===== config.mk =====
export PLATFORM = sky130hd
export DESIGN_NAME = uart_rx_int_id
export DESIGN_NICKNAME = d
export VERILOG_FILES = /design/src/rtl/uart_rx_int_pkg.sv /design/src/rtl/rxint_trigger_cmp.sv /design/src/rtl/rxint_dready.sv /design/src/rtl/rxint_prio.sv /design/src/rtl/uart_rx_int_id.sv
export SDC_FILE = /design/constraint.sdc
export NUM_CORES = 1
export LEC_CHECK = 0
export BUFFER_PORTS_ARGS = -buffer_cell sky130_fd_sc_hd__buf_2
export CAP_MARGIN = 20
export CORE_AREA = 5 5 42 44
export DETAILED_ROUTE_END_ITERATION = 7
export DIE_AREA = 0 0 47 49
export PLACE_DENSITY = 0.71
export SLEW_MARGIN = 10
export SYNTH_ARGS = -nofsm -noshare
export SYNTH_HDL_FRONTEND = slang
export SYNTH_SLANG_ARGS = --single-unit

===== constraint.sdc =====
create_clock -name clk -period 3.9 [get_ports clk]
set_clock_uncertainty 0.1 [all_clocks]
set_input_delay 0.195 -clock clk [delete_from_list [all_inputs] [get_ports clk]]
set_output_delay 0.195 -clock clk [all_outputs]
set_load 0.02 [all_outputs]

===== src/rtl/uart_rx_int_pkg.sv =====
package uart_rx_int_pkg;

  localparam logic [7:0] IIR_NONE = 8'hC1;
  localparam logic [7:0] IIR_LSR  = 8'hC6;
  localparam logic [7:0] IIR_RDA  = 8'hC4;
  localparam logic [7:0] IIR_TMO  = 8'hCC;

  typedef struct packed {
    logic line_err;
    logic data_avail;
    logic timeout;
  } rx_pend_t;

  function automatic logic [3:0] trig_threshold(input logic [1:0] sel);
    case (sel)
      2'b00:   return 4'd1;
      2'b01:   return 4'd4;
      2'b10:   return 4'd8;
      default: return 4'd14;
    endcase
  endfunction

  function automatic logic [7:0] encode_iir(input rx_pend_t p);
    if (p.line_err)        return IIR_LSR;
    else if (p.data_avail) return IIR_RDA;
    else if (p.timeout)    return IIR_TMO;
    else                   return IIR_NONE;
  endfunction

endpackage


===== src/rtl/rxint_trigger_cmp.sv =====
module rxint_trigger_cmp
  import uart_rx_int_pkg::*;
#(
  parameter int COUNT_W = 5
) (
  input  logic               clk,
  input  logic               rst_n,
  input  logic [1:0]         trig_sel,
  input  logic [COUNT_W-1:0] fifo_count,
  output logic               at_trigger
);

  localparam int THR_W = 4;

  logic [THR_W-1:0]   thr;
  logic [COUNT_W-1:0] thr_ext;

  always_comb begin
    thr        = trig_threshold(trig_sel);
    thr_ext    = COUNT_W'(thr);
    at_trigger = (fifo_count >= thr_ext);
  end

  // every threshold is at least one entry, so an empty FIFO never triggers
  p_trig_nonempty_r2 : assert property (@(posedge clk) disable iff (!rst_n)
    at_trigger |-> (fifo_count != '0));

endmodule


===== src/rtl/rxint_dready.sv =====
module rxint_dready #(
  parameter int COUNT_W = 5
) (
  input  logic               clk,
  input  logic               rst_n,
  input  logic               rx_push,
  input  logic [COUNT_W-1:0] fifo_count,
  output logic               data_ready
);

  logic fifo_empty;
  logic dr_q;

  assign fifo_empty = (fifo_count == '0);

  always_ff @(posedge clk or negedge rst_n) begin
    if (!rst_n)          dr_q <= 1'b0;
    else if (rx_push)    dr_q <= 1'b1;
    else if (fifo_empty) dr_q <= 1'b0;
  end

  assign data_ready = dr_q;

  p_dr_rise_push_r9 : assert property (@(posedge clk) disable iff (!rst_n)
    $rose(data_ready) |-> $past(rx_push));

  p_dr_clear_empty_r9 : assert property (@(posedge clk) disable iff (!rst_n)
    (fifo_empty && !rx_push) |=> !data_ready);

endmodule


===== src/rtl/rxint_prio.sv =====
module rxint_prio
  import uart_rx_int_pkg::*;
(
  input  logic     clk,
  input  logic     rst_n,
  input  rx_pend_t pend,
  output logic [7:0] code,
  output logic     any_pend
);

  always_comb begin
    code     = encode_iir(pend);
    any_pend = pend.line_err | pend.data_avail | pend.timeout;
  end

  p_lsr_first_r4 : assert property (@(posedge clk) disable iff (!rst_n)
    pend.line_err |-> (code == IIR_LSR));

  p_rda_over_tmo_r5 : assert property (@(posedge clk) disable iff (!rst_n)
    (pend.data_avail && !pend.line_err) |-> (code == IIR_RDA));

endmodule


===== src/rtl/uart_rx_int_id.sv =====
module uart_rx_int_id
  import uart_rx_int_pkg::*;
#(
  parameter int COUNT_W = 5
) (
  input  logic               clk,
  input  logic               rst_n,
  input  logic               fifo_en,
  input  logic               rx_int_en,
  input  logic               lsr_int_en,
  input  logic               tmo_int_en,
  input  logic [1:0]         trig_sel,
  input  logic [COUNT_W-1:0] fifo_count,
  input  logic [3:0]         head_err,
  input  logic               tmo_pending,
  input  logic               rx_push,
  output logic [7:0]         iir,
  output logic               irq,
  output logic               id_change,
  output logic               data_ready
);

  logic     at_trigger;
  logic     has_char;
  logic     head_bad;
  rx_pend_t pend;
  logic [7:0] code;
  logic     any_pend;
  logic [7:0] code_q;

  rxint_trigger_cmp #(.COUNT_W(COUNT_W)) u_trig (
    .clk        (clk),
    .rst_n      (rst_n),
    .trig_sel   (trig_sel),
    .fifo_count (fifo_count),
    .at_trigger (at_trigger)
  );

  assign has_char = (fifo_count != '0);
  assign head_bad = has_char && (|head_err);

  always_comb begin
    pend.line_err   = fifo_en && lsr_int_en && head_bad;
    pend.data_avail = fifo_en && rx_int_en  && at_trigger;
    pend.timeout    = fifo_en && tmo_int_en && tmo_pending && has_char;
  end

  rxint_prio u_prio (
    .clk      (clk),
    .rst_n    (rst_n),
    .pend     (pend),
    .code     (code),
    .any_pend (any_pend)
  );

  always_ff @(posedge clk or negedge rst_n) begin
    if (!rst_n) code_q <= IIR_NONE;
    else        code_q <= code;
  end

  assign iir       = code;
  assign irq       = any_pend;
  assign id_change = (code != code_q);

  rxint_dready #(.COUNT_W(COUNT_W)) u_dr (
    .clk        (clk),
    .rst_n      (rst_n),
    .rx_push    (rx_push),
    .fifo_count (fifo_count),
    .data_ready (data_ready)
  );

  p_irq_level_r7 : assert property (@(posedge clk) disable iff (!rst_n)
    irq == !iir[0]);

  p_gate_fifo_r1 : assert property (@(posedge clk) disable iff (!rst_n)
    !fifo_en |-> (iir == IIR_NONE && !irq));

  p_tmo_needs_char_r5 : assert property (@(posedge clk) disable iff (!rst_n)
    (fifo_count == '0) |-> (iir == IIR_NONE));

endmodule


==> results.txt, run 1 <==
Synth cell types: 28
IO Count: 30
PortBufs: 25
clk_lat worst skew: 0.24 ns
DR vias/cell: 4.968
pwr dens: 288.8 nW/µm²
H-Tree Depth: 1
worst-margin pin slew: 0.5206 ns
Fin Setup TNS: 0 ns
commonest non-fill, non-tap cell in the layout: buf_2
final worst-path cycle share: 57.68%
Die Y: 49 µm
RSZ-0062 raised after global routing: false
initial antenna violation count: 0
Util after Layout: 44.20%
Setup Fix Bufs, Post-CTS: 0
Hold Slack: 0.04262 ns
CP Launch Type: input port
Cells after Synth: 49
# setup viols final: 0
Final Total Pwr: 0.0001789 W
Max Cap Viol: 0
GRT overflow: 0
clock sink count: 5
post-synthesis sequential area ratio: 27.45%
clk root buf: clkbuf_4
worst reg2reg setup slack: 3.18 ns
top post-synthesis cells by area: dfrtp_1 22%, ha_1 11%, buf_4 6.5%
Max Buffers Root-to-Sink: 2
syn avg cell area: 9.397 µm²
pin count of the biggest net entering global routing: 6
area leader, netlist: dfrtp_1
Die Span X: 47 µm
routability cong.: 0.8336
synthesized area: 460.4 µm²
Crit Path Max Fanout: 4
hold path depth: 2
RR Startpoint: u_dr.data_ready$_DFFE_PN0P_
Fmax achieved: 444.6 MHz
DRT Wirelength: 1120 µm
Iteration-0 DRC Markers: 0
Tot GR Track Use: 10.47%
CTS tree: done
WL/cell: 12.04 µm
die area: 2303 µm²
outcome: finished, final reports clean
Tmin final: 2.249 ns
Hold Startpoint: rx_push
commonest non-fill, non-tap cells in the layout: 25 x buf_2, 5 x inv_1, 4 x ha_1, 4 x conb_1, 4 x dfrtp_1
initial core utilization: 32.86%
Max Slew Vio Count: 0
hold worst-path end: u_dr.data_ready$_DFFE_PN0P_
CP endpoint kind: output port
Routed Antenna Nets: 0
Pre-Repair DR Iteration Count: 1
share of layout cells above drive strength 1: 45.45%
first-pass GRT wire length: 1759 µm
clk slew on worst S/H paths: 0.04 ns
core box area: 1401 µm²
number of global-route vias before repair: 440
placed wire-length estimate: 949.1 µm
ant diodes: 0
Vias: 462
worst path arrival time: 1.95 ns
Nets: 101
Required @ worst endpoint: 3.61 ns
Hold Path Class: in2reg
Pleak: 0.3030 nW
Synth Register Bits: 5
share of the synthesized area in the top cell type: 21.74%
num rows: 14
drt drc: 0
worst r2r path cells: 2
P&R area growth vs syn: 34.51%
final hold vios: 0
normalized max-slew margin: 65.03%
Yosys warning count: 0
Num CTS Buffers: 3
VDD IR max: 170.1 µV
# fillers: 151
worst r2r dst: u_dr.data_ready$_DFFE_PN0P_
crit path kind: in2out
worst max-delay path, stage by stage:
cell and delay [ns]:
buf_2 0.10, inv_1 0.04, ha_1 0.28, o21a_1 0.18, nor3_1 0.41, o32ai_2 0.22, nor4_2 0.29, a21oi_1 0.06
buf_2 0.17
synth_stat cells (all sizes together):
| cell type | count |
|---|---|
| o41a | 1 |
| nand2b | 3 |
| nand4 | 1 |
| dfstp | 1 |
| o21a | 1 |
| o32ai | 3 |
| a21oi | 3 |
| or4 | 2 |
| o31a | 1 |
| conb | 2 |
| dfrtp | 4 |
| nand2 | 2 |
| nand3 | 1 |
| o41ai | 1 |
| nor3 | 3 |
| ha | 4 |
| buf | 4 |
| nor4 | 1 |
| nor2 | 1 |
| inv | 5 |
| nor3b | 1 |
| o21ai | 2 |
| o211ai | 1 |
| xnor2 | 1 |
kinds of logic (layout without fill, tap and decap cells):
kind of cell               Yosys count  count (layout)  share of synthesized area (%)
AOI/OAI and AO/OA                   13              13                          26.90
xor gates and xnor gates             1               1                          1.903
adders and majority gates            4               4                          10.87
buffers and inverters                9              35                          10.60
DFF                                  5               5                          27.45
other                                2               4                          1.631
and+or+nand+nor                     15              15                          20.65
where the power goes:
| part | switching [W] | total, W | internal, W |
|---|---|---|---|
| registers | 0.00000151 | 0.0000576 | 0.0000561 |
| logic | 0.0000351 | 0.0000594 | 0.0000242 |
| clock network | 0.0000232 | 0.0000620 | 0.0000388 |
| total | 0.0000598 | 0.000179 | 0.000119 |
sequential cells by signal (all words and copies together) (netlist names):
register,count
code_q,4
u_dr.data_ready,1
worst max path at each step:
stage | end | cells after the start | start
after floorplan | iir[3] | 6 | trig_sel[1]
after global placement | id_change | 9 | trig_sel[1]
after detailed placement | id_change | 9 | trig_sel[0]
after CTS | id_change | 9 | trig_sel[0]
after global routing | id_change | 9 | trig_sel[0]
final | id_change | 9 | trig_sel[0]
layout make-up:
class / count / area, µm² / area share (%)
multi-input cells: 37 / 292.8 / 47.27
flip-flops and latches: 5 / 126.4 / 20.40
repair buffers: 26 / 135.1 / 21.82
clock buffers: 4 / 26.28 / 4.242
inverters: 5 / 18.77 / 3.030
well taps: 16 / 20.02 / 3.232
routing by layer:
| metal | track usage (%) | share of wire, % | up-vias |
|---|---|---|---|
| met2 | 18.33 | 51 | 21 |
| met3 | 5.904 | 14 | 0 |
| met5 | 0 | 0 | - |
| met4 | 1.382 | 0 | 0 |
| li1 | - | - | 230 |
| met1 | 10.71 | 34 | 211 |
stage by stage:
stage          cell area (µm²)  setup slack [ns]  std cells
6_report                 619.3             1.651         93
5_1_grt                  619.3             1.559         93
4_1_cts                  619.3             1.675         93
3_5_place_dp             583.1             1.680         88
3_3_place_gp             583.1             1.732         88
2_1_floorplan            467.9             1.890         51
timing repair:
item / in CTS / in global routing
resized for setup: 0 / 0
endpoints found under the hold margin: 5 / 0
endpoints found under the setup margin: 0 / 0
hold buffers: 1 / 0
Note: power is estimated with default switching activity, not from simulation.
==> run 2, diff against run 1 <==
--- a/config.mk
+++ b/config.mk
@@ -10,7 +10,7 @@
 export CORE_AREA = 5 5 42 44
 export DETAILED_ROUTE_END_ITERATION = 7
 export DIE_AREA = 0 0 47 49
-export PLACE_DENSITY = 0.71
+export PLACE_DENSITY = 0.73
 export SLEW_MARGIN = 10
 export SYNTH_ARGS = -nofsm -noshare
 export SYNTH_HDL_FRONTEND = slang
==> constraint.sdc (replaced) <==
create_clock -name clk -period 2.05 [get_ports clk]
set_clock_uncertainty 0.1 [all_clocks]
set_input_delay 0.1025 -clock clk [delete_from_list [all_inputs] [get_ports clk]]
set_output_delay 0.1025 -clock clk [all_outputs]
set_load 0.02 [all_outputs]
==> results.txt, run 2 (synthesis results as in run 1) <==
outcome: finished, final reports clean (unchanged)
clk_lat worst skew: 0.24 ns (about the same)
Clk pwr share: 32.9% (was 34.6%)
clk slew on worst S/H paths: 0.04 ns (about the same)
commonest non-fill, non-tap cells in the layout: 25 x buf_2, 5 x inv_1, 4 x ha_1, 4 x conb_1, 4 x dfrtp_1 (unchanged)
Placed Area: 590.6 µm² (was 583.1 µm²)
clock sink count: 5 (unchanged)
die area: 2303 µm² (unchanged)
commonest non-fill, non-tap cell in the layout: buf_2 (unchanged)
VDD IR max: 290.5 µV (was 170.1 µV)
Num CTS Buffers: 3 (unchanged)
GRT overflow: 0 (unchanged)
initial core utilization: 32.86% (unchanged)
hold worst-path end: code_q[3]$_DFF_PN0_ (was u_dr.data_ready$_DFFE_PN0P_)
hold path depth: 3 (was 2)
Vias: 471 (was 462)
RR Startpoint: u_dr.data_ready$_DFFE_PN0P_ (unchanged)
Reg power frac: 32.1% (was 32.2%)
core box area: 1401 µm² (unchanged)
final hold vios: 0 (unchanged)
Nets: 103 (was 101)
Pleak: 0.3145 nW (was 0.3030 nW)
ant diodes: 0 (unchanged)
worst r2r dst: u_dr.data_ready$_DFFE_PN0P_ (unchanged)
placed wire-length estimate: 885.5 µm (was 949.1 µm)
slowest cell delay on critical path: 0.52 ns (was 0.41 ns)
DR vias/cell: 4.958 (was 4.968)
final worst-path cycle share: 94.50%
crit path kind: in2out (unchanged)
DRT Wirelength: 1051 µm (was 1120 µm)
worst-path cell chain: buf_2 -> inv_1 -> ha_1 -> or4_4 -> a21oi_4 -> o32ai_2 -> nor4_2 -> a21oi_1 -> buf_2 (was buf_2 -> inv_1 -> ha_1 -> o21a_1 -> nor3_1 -> o32ai_2 -> nor4_2 -> a21oi_1 -> buf_2)
Place WS: 0.08380 ns (was 1.680 ns)
CP max stage cell: or4_4 (was nor3_1)
initial antenna violation count: 0 (unchanged)
Required @ worst endpoint: 1.85 ns (was 3.61 ns)
worst reg2reg setup slack: 1.31 ns (was 3.18 ns)
Final WS setup: 0.1128 ns (was 1.651 ns)
Top cell by count, worst path: buf_2 (unchanged)
routability cong.: 0.7218 (was 0.8336)
num rows: 14 (unchanged)
Sw Pwr: 0.0001095 W (was 0.00005980 W)
Tot GR Track Use: 10.41% (was 10.47%)
PortBufs: 25 (unchanged)
Routed Antenna Nets: 0 (unchanged)
Pre-Repair DR Iteration Count: 2 (was 1)
Hold Slack: 0.03360 ns (was 0.04262 ns)
Max Buffers Root-to-Sink: 2 (unchanged)
Setup Fix Bufs, Post-CTS: 0 (unchanged)
Max Cap Viol: 0 (unchanged)
IO Count: 30 (unchanged)
Hold Path Class: in2reg (unchanged)
Crit Path Max Fanout: 4 (unchanged)
Max Slew Vio Count: 0 (unchanged)
Tmin final: 1.937 ns
P&R area growth vs syn: 40.76% (was 34.51%)
CTS tree: done (unchanged)
Internal Power: 0.0002317 W (was 0.0001191 W)
Die Y: 49 µm (unchanged)
number of global-route vias before repair: 461 (was 440)
drt drc: 0 (unchanged)
pin count of the biggest net entering global routing: 6 (unchanged)
largest reg by FF count: code_q (unchanged)
worst r2r path cells: 2 (unchanged)
CP endpoint kind: output port (unchanged)
# setup viols final: 0 (unchanged)
Final Total Pwr: 0.0003412 W (was 0.0001789 W)
RSZ-0062 raised after global routing: false (unchanged)
WL/cell: 11.06 µm (was 12.04 µm)
Die Span X: 47 µm (unchanged)
max reg flops: 4 (unchanged)
share of layout cells above drive strength 1: 46.84% (was 45.45%)
Sw Ratio: 32.10% (was 33.43%)
first-pass GRT wire length: 1759 µm (unchanged)
Comb power frac: 35.0% (was 33.2%)
crit path from: trig_sel[1] (was trig_sel[0])
Hold Startpoint: tmo_int_en (was rx_push)
Iteration-0 DRC Markers: 3 (was 0)
clk root buf: clkbuf_4 (unchanged)
Fmax achieved: 516.2 MHz
H-Tree Depth: 1 (unchanged)
final instance area: 648.1 µm² (was 619.3 µm²)
pwr dens: 526.4 nW/µm² (was 288.8 nW/µm²)
worst path arrival time: 1.73 ns (was 1.95 ns)
Fin Setup TNS: 0 ns (unchanged)
CP Launch Type: input port (unchanged)
[run 2: final cells by class]
class,instances,area (µm²)
inverter,5,18.77
clock buffer,4,26.28
timing repair buffer,28,152.6
multi-input combinational,37,304.0
fill,155,753.2
sequential,5,126.4
tap,16,20.02
[run 2: worst max-delay path by stage]
| stage | depth (start not counted) | slack (ns) | endpoint |
|---|---|---|---|
| 5_1_grt | 9 | 0.006 | id_change |
| 3_5_place_dp | 9 | 0.08 | id_change |
| 2_1_floorplan | 6 | 0.14 | code_q[3]$_DFF_PN0_ |
| 4_1_cts | 9 | 0.07 | id_change |
| 3_3_place_gp | 9 | 0.09 | id_change |
| 6_report | 9 | 0.11 | id_change |
[run 2: routing by layer]
| layer | GRT usage (%) | vias to the layer above | wire length, µm |
|---|---|---|---|
| met2 | 16.74 | 23 | 501 |
| li1 | - | 238 | - |
| met3 | 3.690 | 0 | 130 |
| met1 | 11.41 | 210 | 418 |
| met5 | 0 | - | 0 |
| met4 | 5.530 | 0 | 0 |
[run 2: power groups by stage]
| stage | Combinational [W] | Clock (W) | Sequential, W |
|---|---|---|---|
| floorplan | 0.0000734 | 0 | 0.000111 |
| global placement | 0.000111 | 0 | 0.000111 |
| detailed placement | 0.000113 | 0 | 0.000111 |
| CTS | 0.000117 | 0.000118 | 0.000109 |
| global route | 0.000132 | 0.000128 | 0.000110 |
| finish | 0.000119 | 0.000112 | 0.000109 |
[run 2: stage by stage]
step	utilization [%]	std cells
after CTS	45.45	95
after floorplan	-	51
after detailed placement	42.14	89
final	46.25	95
after global routing	46.25	95
after global placement	42.14	89
[run 2: critical path, delay by kind of cell]
family | cells | cell delay (ns)
buffers and inverters | 3 | 0.29
adder cells (fa/ha/maj) | 1 | 0.18
AND/OR/NAND/NOR | 2 | 0.78
AO/OA/AOI/OAI | 3 | 0.37
[run 2: timing repair]
action                                  4_1_cts  5_1_grt
endpoints found under the setup margin        0        2
resized for setup                             0        2
endpoints found under the hold margin         6        0
hold buffers                                  2        0
==> run 3, diff against run 2 <==
--- a/config.mk
+++ b/config.mk
@@ -5,12 +5,13 @@
 export SDC_FILE = /design/constraint.sdc
 export NUM_CORES = 1
 export LEC_CHECK = 0
+export ABC_AREA = 1
 export BUFFER_PORTS_ARGS = -buffer_cell sky130_fd_sc_hd__buf_2
 export CAP_MARGIN = 20
-export CORE_AREA = 5 5 42 44
+export CORE_MARGIN = 5
+export CORE_UTILIZATION = 37
 export DETAILED_ROUTE_END_ITERATION = 7
-export DIE_AREA = 0 0 47 49
-export PLACE_DENSITY = 0.73
+export PLACE_DENSITY = 0.74
 export SLEW_MARGIN = 10
 export SYNTH_ARGS = -nofsm -noshare
 export SYNTH_HDL_FRONTEND = slang
==> results.txt, run 3 <==
worst r2r dst: u_dr.data_ready$_DFFE_PN0P_ (unchanged)
Required @ worst endpoint: 1.85 ns (about the same)
placed wire-length estimate: 948.4 µm (was 885.5 µm)
initial antenna violation count: 0 (unchanged)
die area: 2175 µm² (was 2303 µm²)
pin count of the biggest net entering global routing: 7 (was 6)
Nets: 121 (was 103)
commonest non-fill, non-tap cells in the layout: 25 x buf_2, 16 x inv_1, 12 x nand2_1 (was 25 x buf_2, 5 x inv_1, 4 x ha_1, 4 x conb_1, 4 x dfrtp_1)
Vias: 472 (was 471)
Die Y: 46.64 µm (was 49 µm)
Fin Setup TNS: 0 ns (unchanged)
H-Tree Depth: 1 (unchanged)
routability cong.: 0.6954 (was 0.7218)
# setup viols final: 0 (unchanged)
crit path kind: in2out (unchanged)
clk slew on worst S/H paths: 0.04 ns (about the same)
IO Count: 30 (unchanged)
share of layout cells above drive strength 1: 44.33% (was 46.84%)
commonest non-fill, non-tap cell in the layout: buf_2 (unchanged)
share of the synthesized area in the top cell type: 20.15% (was 21.74%)
final worst-path cycle share: 74.99% (was 94.50%)
DR vias/cell: 4.214 (was 4.958)
pwr dens: 507.2 nW/µm² (was 526.4 nW/µm²)
Hold Path Class: in2async (was in2reg)
Pleak: 0.4094 nW (was 0.3145 nW)
outcome: finished, final reports clean (unchanged)
Synth cell types: 20 (was 28)
Synth Register Bits: 5 (unchanged)
clk root buf: clkbuf_4 (unchanged)
asr flop ratio synth: 100.0% (unchanged)
most frequent cell after synthesis: inv_1 (unchanged)
syn avg cell area: 7.305 µm² (was 9.397 µm²)
Crit Path Max Fanout: 4 (unchanged)
worst reg2reg setup slack: 1.25 ns (was 1.31 ns)
drt drc: 0 (unchanged)
CP max stage cell: ha_1 (was or4_4)
area leader, netlist: dfrtp_1 (unchanged)
hold_buf cts: 2 (unchanged)
Die Span X: 46.64 µm (was 47 µm)
CP endpoint kind: output port (unchanged)
number of synthesized flops with an enable pin: 0 (unchanged)
Setup Fix Bufs, Post-CTS: 0 (unchanged)
P&R area growth vs syn: 33.75% (was 40.76%)
Tot GR Track Use: 11.93% (was 10.41%)
ant diodes: 0 (unchanged)
slowest cell delay on critical path: 0.30 ns (was 0.52 ns)
initial core utilization: 38.66% (was 32.86%)
worst r2r path cells: 1 (was 2)
Final Total Pwr: 0.0003370 W (was 0.0003412 W)
Most used DFF post-synth: dfrtp_1 (unchanged)
Num CTS Buffers: 3 (unchanged)
Max Buffers Root-to-Sink: 2 (unchanged)
PortBufs: 25 (unchanged)
Top cell by count, worst path: nand2_1 (was buf_2)
synthesized area: 496.7 µm² (was 460.4 µm²)
CP Launch Type: input port (unchanged)
max reg flops: 4 (unchanged)
Synth top cells by count: 16 x inv_1, 12 x nand2_1, 7 x nor2_1, 5 x nand3_2 (was 5 x inv_1, 4 x buf_4, 4 x dfrtp_1, 4 x ha_1)
clk_lat worst skew: 0.24 ns (about the same)
Iteration-0 DRC Markers: 3 (unchanged)
final hold vios: 0 (unchanged)
GRT overflow: 0 (unchanged)
Yosys warning count: 0 (unchanged)
Tmin final: 1.537 ns (was 1.937 ns)
number of global-route vias before repair: 465 (was 461)
Worst Path Buf+Inv: 3 (unchanged)
Gates resized, CTS repair: 0 (unchanged)
Max Slew Vio Count: 0 (unchanged)
worst-path cell chain: buf_2 -> inv_1 -> ha_1 -> nand2_1 -> nand2_1 -> nand2_1 -> nand3_2 -> nand2_4 -> nand3_2 -> nand2_1 -> nand2_1 -> nand3_2 -> buf_2 (was buf_2 -> inv_1 -> ha_1 -> or4_4 -> a21oi_4 -> o32ai_2 -> nor4_2 -> a21oi_1 -> buf_2)
CTS tree: done (unchanged)
Max Cap Viol: 0 (unchanged)
first-pass GRT wire length: 1800 µm (was 1759 µm)
Cells after Synth: 68 (was 49)
worst path arrival time: 1.33 ns (was 1.73 ns)
largest reg by FF count: code_q (unchanged)
post-synthesis sequential area ratio: 25.44% (was 27.45%)
Top delay family on crit path: simple AND/OR/NAND/NOR gates (unchanged)
RSZ-0062 raised after global routing: false (unchanged)
num rows: 13 (was 14)
core box area: 1285 µm² (was 1401 µm²)
clock sink count: 5 (unchanged)
RR Startpoint: u_dr.data_ready$_DFFE_PN0P_ (unchanged)
top post-synthesis cells by area: dfrtp_1 20%, inv_1 12%, ha_1 10% (was dfrtp_1 22%, ha_1 11%, buf_4 6.5%)
DRT Wirelength: 1045 µm (was 1051 µm)
Pre-Repair DR Iteration Count: 2 (unchanged)
WL/cell: 9.330 µm (was 11.06 µm)
VDD IR max: 282.9 µV (was 290.5 µV)
Fmax achieved: 650.5 MHz (was 516.2 MHz)
Routed Antenna Nets: 0 (unchanged)
==> run 3: cell count changes in the layout (fill, tap and decap cells not counted), sizes merged, moves of 3 or more <==
cell | previous run | this run
nand2 | 2 | 15
inv | 5 | 17
nor2 | 1 | 9
nand3 | 1 | 7
nand2b | 3 | 0
nor3 | 3 | 0
o32ai | 3 | 0
==> run 3: layout make-up <==
type                            count  area [µm²]
Inverter                           17       63.81
Timing Repair Buffer               27       145.1
Tap cell                           15       18.77
Fill cell                         124       620.6
Multi-Input combinational cell     44       284.0
Sequential cell                     5       126.4
Clock buffer                        4       26.28
==> run 3: cell families (layout without fill, tap and decap cells) <==
logic type | after synthesis | after routing | synth area share, %
other | 2 | 4 | 1.512
buffers and inverters | 21 | 48 | 18.89
AO/OA/AOI/OAI | 2 | 2 | 3.527
AND/OR/NAND/NOR | 33 | 33 | 38.79
adder cells (fa/ha/maj) | 4 | 4 | 10.08
flip-flops | 5 | 5 | 25.44
XOR/XNOR | 1 | 1 | 1.764
==> run 3: report_power, final <==
group	switching (W)	internal, W
clock	0.0000378	0.0000734
sequential	0.00000321	0.000107
combinational	0.0000693	0.0000462
total	0.000110	0.000227
==> run 3: through the flow <==
step / worst slack (ns) / util [%] / cell area (µm²) / instances / hold slack (ns)
after floorplan: 0.6969 / - / 504.2 / 70 / -0.2931
after global placement: 0.5193 / 48.10 / 618.1 / 106 / -0.1845
after detailed placement: 0.5015 / 48.10 / 618.1 / 106 / -0.1769
after CTS: 0.4979 / 51.70 / 664.4 / 112 / 0.09891
after global routing: 0.3801 / 51.70 / 664.4 / 112 / 0.1325
final: 0.5128 / 51.70 / 664.4 / 112 / 0.1139
==> run 3: metal layers <==
layer,share of wire (%),wire (µm),global-route usage [%]
met1,37,382,11.63
met2,53,558,21.43
met3,8.7,91,3.125
met4,1.1,12,8.287
met5,0,0,0
==> run 3: how the worst max path moves through the flow <==
stage,from,end,slack (ns),cells after the start
floorplan,trig_sel[0],id_change,0.70,11
global placement,trig_sel[1],id_change,0.52,13
detailed placement,trig_sel[0],id_change,0.50,13
CTS,trig_sel[0],id_change,0.50,13
global route,trig_sel[0],id_change,0.38,13
finish,trig_sel[0],id_change,0.51,13
